==> src/rtl/rnmi_csr_pkg.sv <==
package rnmi_csr_pkg;

  localparam int unsigned DataW = 32;

  localparam logic [11:0] ADDR_SCRATCH = 12'h740;
  localparam logic [11:0] ADDR_EPC     = 12'h741;
  localparam logic [11:0] ADDR_CAUSE   = 12'h742;
  localparam logic [11:0] ADDR_STATUS  = 12'h744;

  localparam logic [1:0] PRIV_U = 2'b00;
  localparam logic [1:0] PRIV_M = 2'b11;

  localparam int unsigned PrivLsb = 11;
  localparam int unsigned EnBit   = 3;

  typedef enum logic [1:0] {
    CSR_OP_READ  = 2'b00,
    CSR_OP_WRITE = 2'b01,
    CSR_OP_SET   = 2'b10,
    CSR_OP_CLEAR = 2'b11
  } csr_op_e;

  typedef enum logic [1:0] {
    SEL_SCRATCH,
    SEL_EPC,
    SEL_CAUSE,
    SEL_STATUS
  } csr_sel_e;

  typedef struct packed {
    logic [1:0] mnpp;
    logic       nmie;
  } nm_status_t;

  localparam nm_status_t STATUS_RESET = '{mnpp: PRIV_M, nmie: 1'b0};

  function automatic logic [DataW-1:0] csr_rmw(csr_op_e op, logic [DataW-1:0] cur,
                                               logic [DataW-1:0] wd);
    logic [DataW-1:0] res;
    unique case (op)
      CSR_OP_WRITE: res = wd;
      CSR_OP_SET:   res = cur | wd;
      CSR_OP_CLEAR: res = cur & ~wd;
      default:      res = cur;
    endcase
    return res;
  endfunction

  // Only U and M are kept, everything else collapses to M
  function automatic logic [1:0] legal_priv(logic [1:0] p);
    return (p == PRIV_U) ? PRIV_U : PRIV_M;
  endfunction

  function automatic logic [DataW-1:0] status_word(nm_status_t s);
    logic [DataW-1:0] w;
    w = '0;
    w[PrivLsb+:2] = s.mnpp;
    w[EnBit]      = s.nmie;
    return w;
  endfunction

endpackage

==> src/rtl/rnmi_csr_reg.sv <==
module rnmi_csr_reg #(
  parameter int unsigned     Width    = 32,
  parameter logic [Width-1:0] ResetVal = '0
) (
  input  logic             clk_i,
  input  logic             rst_ni,
  input  logic             we_i,
  input  logic [Width-1:0] d_i,
  output logic [Width-1:0] q_o
);

  always_ff @(posedge clk_i or negedge rst_ni) begin
    if (!rst_ni) begin
      q_o <= ResetVal;
    end else if (we_i) begin
      q_o <= d_i;
    end
  end

endmodule

==> src/rtl/rnmi_csr_decode.sv <==
module rnmi_csr_decode
  import rnmi_csr_pkg::*;
#(
  parameter int unsigned AddrW = 12
) (
  input  logic             en_i,
  input  logic [AddrW-1:0] addr_i,
  input  logic [1:0]       op_i,
  output logic             hit_o,
  output logic             wr_o,
  output csr_sel_e         sel_o
);

  logic match;

  always_comb begin
    match = 1'b1;
    sel_o = SEL_SCRATCH;
    if (addr_i == AddrW'(ADDR_SCRATCH)) begin
      sel_o = SEL_SCRATCH;
    end else if (addr_i == AddrW'(ADDR_EPC)) begin
      sel_o = SEL_EPC;
    end else if (addr_i == AddrW'(ADDR_CAUSE)) begin
      sel_o = SEL_CAUSE;
    end else if (addr_i == AddrW'(ADDR_STATUS)) begin
      sel_o = SEL_STATUS;
    end else begin
      match = 1'b0;
    end
  end

  assign hit_o = en_i & match;
  assign wr_o  = hit_o & (op_i != CSR_OP_READ);

endmodule

==> src/rtl/rnmi_csr_status.sv <==
module rnmi_csr_status
  import rnmi_csr_pkg::*;
(
  input  logic             clk_i,
  input  logic             rst_ni,
  input  logic             entry_i,
  input  logic [1:0]       entry_priv_i,
  input  logic             mnret_i,
  input  logic             sw_we_i,
  input  logic [DataW-1:0] sw_data_i,
  output nm_status_t       status_o
);

  nm_status_t d;
  logic       we;
  logic       unused_sw_bits;

  // Priority: entry, then return, then software
  always_comb begin
    d = status_o;
    if (entry_i) begin
      d.mnpp = legal_priv(entry_priv_i);
      d.nmie = 1'b0;
    end else if (mnret_i) begin
      d.nmie = 1'b1;
    end else begin
      d.mnpp = legal_priv(sw_data_i[PrivLsb+:2]);
      d.nmie = sw_data_i[EnBit];
    end
  end

  assign we = entry_i | mnret_i | sw_we_i;

  assign unused_sw_bits = ^{sw_data_i[DataW-1:PrivLsb+2], sw_data_i[PrivLsb-1:EnBit+1],
                            sw_data_i[EnBit-1:0]};

  rnmi_csr_reg #(
    .Width   ($bits(nm_status_t)),
    .ResetVal(STATUS_RESET)
  ) i_status_q (
    .clk_i (clk_i),
    .rst_ni(rst_ni),
    .we_i  (we),
    .d_i   (d),
    .q_o   (status_o)
  );

endmodule

==> src/rtl/rnmi_csr_unit.sv <==
module rnmi_csr_unit
  import rnmi_csr_pkg::*;
#(
  parameter int unsigned AddrW  = 12,
  parameter int unsigned CauseW = 31
) (
  input  logic             clk_i,
  input  logic             rst_ni,
  input  logic             csr_en_i,
  input  logic [AddrW-1:0] csr_addr_i,
  input  logic [1:0]       csr_op_i,
  input  logic [31:0]      csr_wdata_i,
  output logic             csr_hit_o,
  output logic [31:0]      csr_rdata_o,
  input  logic             nmi_entry_i,
  input  logic [31:0]      nmi_pc_i,
  input  logic [30:0]      nmi_cause_i,
  input  logic [1:0]       nmi_priv_i,
  input  logic             mnret_i,
  output logic [31:0]      mnret_pc_o,
  output logic [1:0]       mnret_priv_o,
  output logic             nmie_o
);

  localparam int unsigned CodeW = DataW - 1;

  csr_sel_e         sel;
  logic             sw_wr;
  logic [DataW-1:0] cur_val;
  logic [DataW-1:0] new_val;
  logic [DataW-1:0] scratch_q;
  logic [DataW-2:0] epc_q;
  logic             cause_flag_q;
  logic [CodeW-1:0] cause_code;
  nm_status_t       status_q;
  logic             unused_bits;

  rnmi_csr_decode #(
    .AddrW(AddrW)
  ) i_decode (
    .en_i  (csr_en_i),
    .addr_i(csr_addr_i),
    .op_i  (csr_op_i),
    .hit_o (csr_hit_o),
    .wr_o  (sw_wr),
    .sel_o (sel)
  );

  always_comb begin
    unique case (sel)
      SEL_SCRATCH: cur_val = scratch_q;
      SEL_EPC:     cur_val = {epc_q, 1'b0};
      SEL_CAUSE:   cur_val = {cause_flag_q, cause_code};
      default:     cur_val = status_word(status_q);
    endcase
  end

  assign csr_rdata_o = csr_hit_o ? cur_val : '0;
  assign new_val     = csr_rmw(csr_op_e'(csr_op_i), cur_val, csr_wdata_i);

  rnmi_csr_reg #(
    .Width(DataW)
  ) i_scratch_q (
    .clk_i (clk_i),
    .rst_ni(rst_ni),
    .we_i  (sw_wr && sel == SEL_SCRATCH),
    .d_i   (new_val),
    .q_o   (scratch_q)
  );

  // Bit 0 of the saved PC is not stored
  rnmi_csr_reg #(
    .Width(DataW - 1)
  ) i_epc_q (
    .clk_i (clk_i),
    .rst_ni(rst_ni),
    .we_i  (nmi_entry_i | (sw_wr && sel == SEL_EPC)),
    .d_i   (nmi_entry_i ? nmi_pc_i[DataW-1:1] : new_val[DataW-1:1]),
    .q_o   (epc_q)
  );

  rnmi_csr_reg #(
    .Width(1)
  ) i_cause_flag_q (
    .clk_i (clk_i),
    .rst_ni(rst_ni),
    .we_i  (nmi_entry_i),
    .d_i   (1'b1),
    .q_o   (cause_flag_q)
  );

  if (CauseW > 0) begin : g_cause_code
    logic [CauseW-1:0] code_q;
    rnmi_csr_reg #(
      .Width(CauseW)
    ) i_code_q (
      .clk_i (clk_i),
      .rst_ni(rst_ni),
      .we_i  (nmi_entry_i | (sw_wr && sel == SEL_CAUSE)),
      .d_i   (nmi_entry_i ? nmi_cause_i[CauseW-1:0] : new_val[CauseW-1:0]),
      .q_o   (code_q)
    );
    assign cause_code = CodeW'(code_q);
  end else begin : g_no_cause_code
    assign cause_code = '0;
  end

  rnmi_csr_status i_status (
    .clk_i       (clk_i),
    .rst_ni      (rst_ni),
    .entry_i     (nmi_entry_i),
    .entry_priv_i(nmi_priv_i),
    .mnret_i     (mnret_i),
    .sw_we_i     (sw_wr && sel == SEL_STATUS),
    .sw_data_i   (new_val),
    .status_o    (status_q)
  );

  assign mnret_pc_o   = {epc_q, 1'b0};
  assign mnret_priv_o = status_q.mnpp;
  assign nmie_o       = status_q.nmie;

  assign unused_bits = ^{nmi_pc_i[0], new_val, nmi_cause_i};

endmodule

==> config.mk <==
export PLATFORM = sky130hd
export DESIGN_NAME = rnmi_csr_unit
export DESIGN_NICKNAME = d
export VERILOG_FILES = /design/src/rtl/rnmi_csr_pkg.sv /design/src/rtl/rnmi_csr_reg.sv /design/src/rtl/rnmi_csr_decode.sv /design/src/rtl/rnmi_csr_status.sv /design/src/rtl/rnmi_csr_unit.sv
export SDC_FILE = /design/constraint.sdc
export NUM_CORES = 1
export LEC_CHECK = 0
export ABC_AREA = 1
export BUFFER_PORTS_ARGS = -buffer_cell sky130_fd_sc_hd__buf_2
export CAP_MARGIN = 5
export CORE_ASPECT_RATIO = 2
export CORE_MARGIN = 2
export CORE_UTILIZATION = 57
export CTS_CLUSTER_DIAMETER = 80
export DETAILED_ROUTE_END_ITERATION = 10
export GPL_TIMING_DRIVEN = 0
export MAX_ROUTING_LAYER = met4
export PLACE_DENSITY = 0.95
export SKIP_CTS_REPAIR_TIMING = 1
export SYNTH_ARGS = -nofsm -noshare
export SYNTH_HDL_FRONTEND = slang
export SYNTH_SLANG_ARGS = --single-unit
==> constraint.sdc <==
create_clock -name clk_i -period 3.2 [get_ports clk_i]
set_input_delay 0.32 -clock clk_i [delete_from_list [all_inputs] [get_ports clk_i]]
set_output_delay 0.32 -clock clk_i [all_outputs]
set_load 0.1 [all_outputs]
==> summary.md <==
| Metric | Value |
|---|---|
| Drt drc | 0 |
| CTS buffer count | 9 |
| FF/Latch Area | 2429 um2 |
| Routed wl met2 | 10950 um |
| Hold Crit Class | in -> reg |
| Core ar. | 10480 um2 |
| Antenna Nets Post-Route | 0 |
| Main synth FF type | dfrtp_1 |
| Drt initial violations | 619 |
| CP Class | in -> out |
| CP arrival | 2.36 ns |
| Post-Route WL | 21050 um |
| Die ar. | 11640 um2 |
| Final setup violation count | 0 |
| Post-synth top area share | 39.23% |
| Synth unique cells | 32 |
| Initial antenna violation count | 0 |
| Largest net degree at the start of global routing | 59 |
| Slew at the pin closest to its max-slew limit | 0.6459 ns |
| Total track usage | between 30% and 40% |
| Initial core utilization | 58.44% |
| Max-slew violation count | 0 |
| Critical path startpoint category | input port |
| Number of top-level pins | 184 |
| Outcome | complete, no violations |
| Util after Layout | 72.20% |
| ANT cells | 0 |
| Final hold vios | 0 |
| Worst slack, placed | 0.5620 ns |
| LEAKAGE | approximately 4.4 nW |
| Num Clock Sinks | slightly below 100 |
| Fillers | about 910 |
| CTS tree | yes |
| Fin crit share | 83.79% |
| YS warnings | 0 |
| CTS Buffer Depth | 2 |
| Sequential fraction of the synthesis area | 39.66% |
| Syn-to-layout area delta | 23.54% |
| Clk_lat worst skew | 0.36 ns |
| Mapped cell area | 6123 um2 |
| Skew final | 0.009859 ns |
| Max cap viols | 0 |
| Syn_area_per_cell | 6.598 um2 |
| R2R Setup Slk | 1.87 ns |
| HPWL Detailed | 15730 um |
| Nets | around 1.2k |
| Die W | 77.29 um |
| RePlAce Congestion | 0.9752 |
| XOR/XNOR Fraction of Synth Area | 0% |
| Vias | 7185 |
| H-tree Lvls | 3 |
| Placed cell count | 1247 |
| Port bufs | 181 |
| Die Ht | 150.6 um |
| Vias in the first global route | 6840 |
| Layout cells sized above 1 | 24.49% |
| Vias/cell | 5.684 |
| Row count | 53 |
| Clk root buf | clkbuf_16 |
| GRT Residual Overflow | 0 |
| Most frequent cell after synthesis | nand2_1 |
| Drt first pass iters | 6 |
| Multi-input gate area | about 3100 um2 |
| Met3 wire length | 1703 um |
| Non-Filler Instances | 1264 |
| Synth top cells by count | nand2_1, dfrtp_1, nor2_1, inv_1, a31oi_1 |
| Critical path capture point type | output port |
| Main combinational cell family by area after synthesis | simple AND/OR/NAND/NOR gates |
| Mapped Cells | about 930 |
| Top post-synthesis cells by area | dfrtp_1, nand2_1, a31oi_1 |
| Synth Area in Compound Gates | 12.10% |
| First-pass GRT wire length | 32560 um |
| Setup TNS Final | 0 ns |
| Reg clk slew, reported paths | about 0.070 ns |
| Yosys reg bits | 97 |
| Highest Clock Rate | 372.9 MHz |
| Yosys top cell by area | dfrtp_1 |
| Post-synthesis simple-gate area fraction | 38.82% |
| Met1 wire length | 6940 um |
| Post-route setup slack | approximately 0.52 ns |
| DR top layer | met4 |
| Avg WL per Cell | 16.66 um |
| Pwr per Cell Area | 457.8 nW/um2 |
| Critical path data required time | 2.88 ns |
| FFs w/ async S/R, synth | 100.0% |
| Slew Limit Headroom | 56.94% |
| Minimum clock period | 2.681 ns |
| RSZ-0062 raised after global routing | no |
| Synth Area in Adders | 0% |
| Worst vdd ir | 0.4660 mV |
| Syn Nets | ~1.0k |
| Post-synth EDFFs | 0 |
| Crit-path max FO | 10 |
| Post-synthesis mux area share | 0% |
==> per-stage QoR <==
| step | total power, mW | hold slack, ns | cell area, um2 |
|---|---|---|---|
| 2_1_floorplan | 2.002 | 0.02441 | 6123 |
| 3_3_place_gp | 2.237 | 0.4350 | 7201 |
| 3_5_place_dp | 2.259 | 0.3443 | 7231 |
| 4_1_cts | 3.432 | -0.02461 | 7555 |
| 5_1_grt | 3.564 | 0.2193 | 7565 |
| 6_report | 3.463 | 0.2099 | 7565 |
==> logic make-up after synthesis <==
kind of cell / count (synthesis)
buf+inv: 117
flops: 97
other cells: 1
simple gates: 583
compound gates: 130
==> final timing paths <==
path | from | to | depth (start not counted)
setup / recovery | csr_addr_i[7] | csr_rdata_o[29] | 14
hold / removal | nmi_pc_i[11] | i_epc_q.q_o[10]$_DFFE_PN0P_ | 3
setup reg to reg | i_status.i_status_q.q_o[1]$_DFFE_PN1P_ | i_status.i_status_q.q_o[1]$_DFFE_PN1P_ | 8
hold reg to reg | i_cause_flag_q.q_o$_DFFE_PN0P_ | i_cause_flag_q.q_o$_DFFE_PN0P_ | 2
max in group asynchronous | rst_ni | i_status.i_status_q.q_o[1]$_DFFE_PN1P_ | 3
min in group asynchronous | rst_ni | i_epc_q.q_o[17]$_DFFE_PN0P_ | 2
==> final cells by class <==
class	count	share of cell area (%)
clock inverter	2	0.7939
inverter	67	3.358
buffer	50	4.218
timing repair buffer	183	12.50
sequential	97	32.10
multi-input combinational	714	41.27
clock buffer	14	3.490
tap	137	2.266
==> where the power goes <==
group          internal, mW  leakage (nW)  switching [mW]
combinational         0.202          2.98           0.662
clock                 0.730         0.157           0.482
sequential             1.32          1.22          0.0659
total                  2.25          4.35            1.21
==> layer usage <==
| layer | up-vias | track usage, % |
|---|---|---|
| met5 | - | - |
| met3 | 131 | 5.396 |
| met2 | 456 | 64.26 |
| met4 | 0 | 26.70 |
| li1 | 3314 | - |
| met1 | 3284 | 38.12 |
==> worst max-delay path, cell delays in order <==
cell     delay [ns]
buf_2          0.11
inv_1          0.04
nand2_1        0.05
nor2_2         0.22
nand2_1        0.13
nor2_2         0.22
buf_2          0.31
nand2_1        0.12
nand2_1        0.09
inv_1          0.04
o21ai_1        0.11
inv_1          0.06
nor2_1         0.09
buf_2          0.44
==> registers in the layout (all words and copies together), names as in the netlist <==
signal,flops
i_scratch_q.q_o,32
i_cause_flag_q.q_o,1
g_cause_code.i_code_q.q_o,31
i_epc_q.q_o,31
i_status.i_status_q.q_o,2
==> placed cells by master (no fill, tap or decap), types with 2 or more instances in the layout <==
cell type,netlist,final
buf_2,12,192
a31oi_1,50,50
clkbuf_1,17,20
o21ai_0,46,46
nor2_1,66,66
clkbuf_8,0,2
clkbuf_16,0,9
nand2_2,24,24
o21ai_1,4,4
nand2_1,443,443
nand4_1,5,5
o22ai_1,5,5
inv_2,7,7
inv_1,59,59
nand3_1,32,32
buf_6,8,8
bufinv_16,0,2
dfrtp_1,96,96
a21oi_1,21,21
buf_4,12,13
nor2_2,7,7
(Power assumes the default switching activity.)
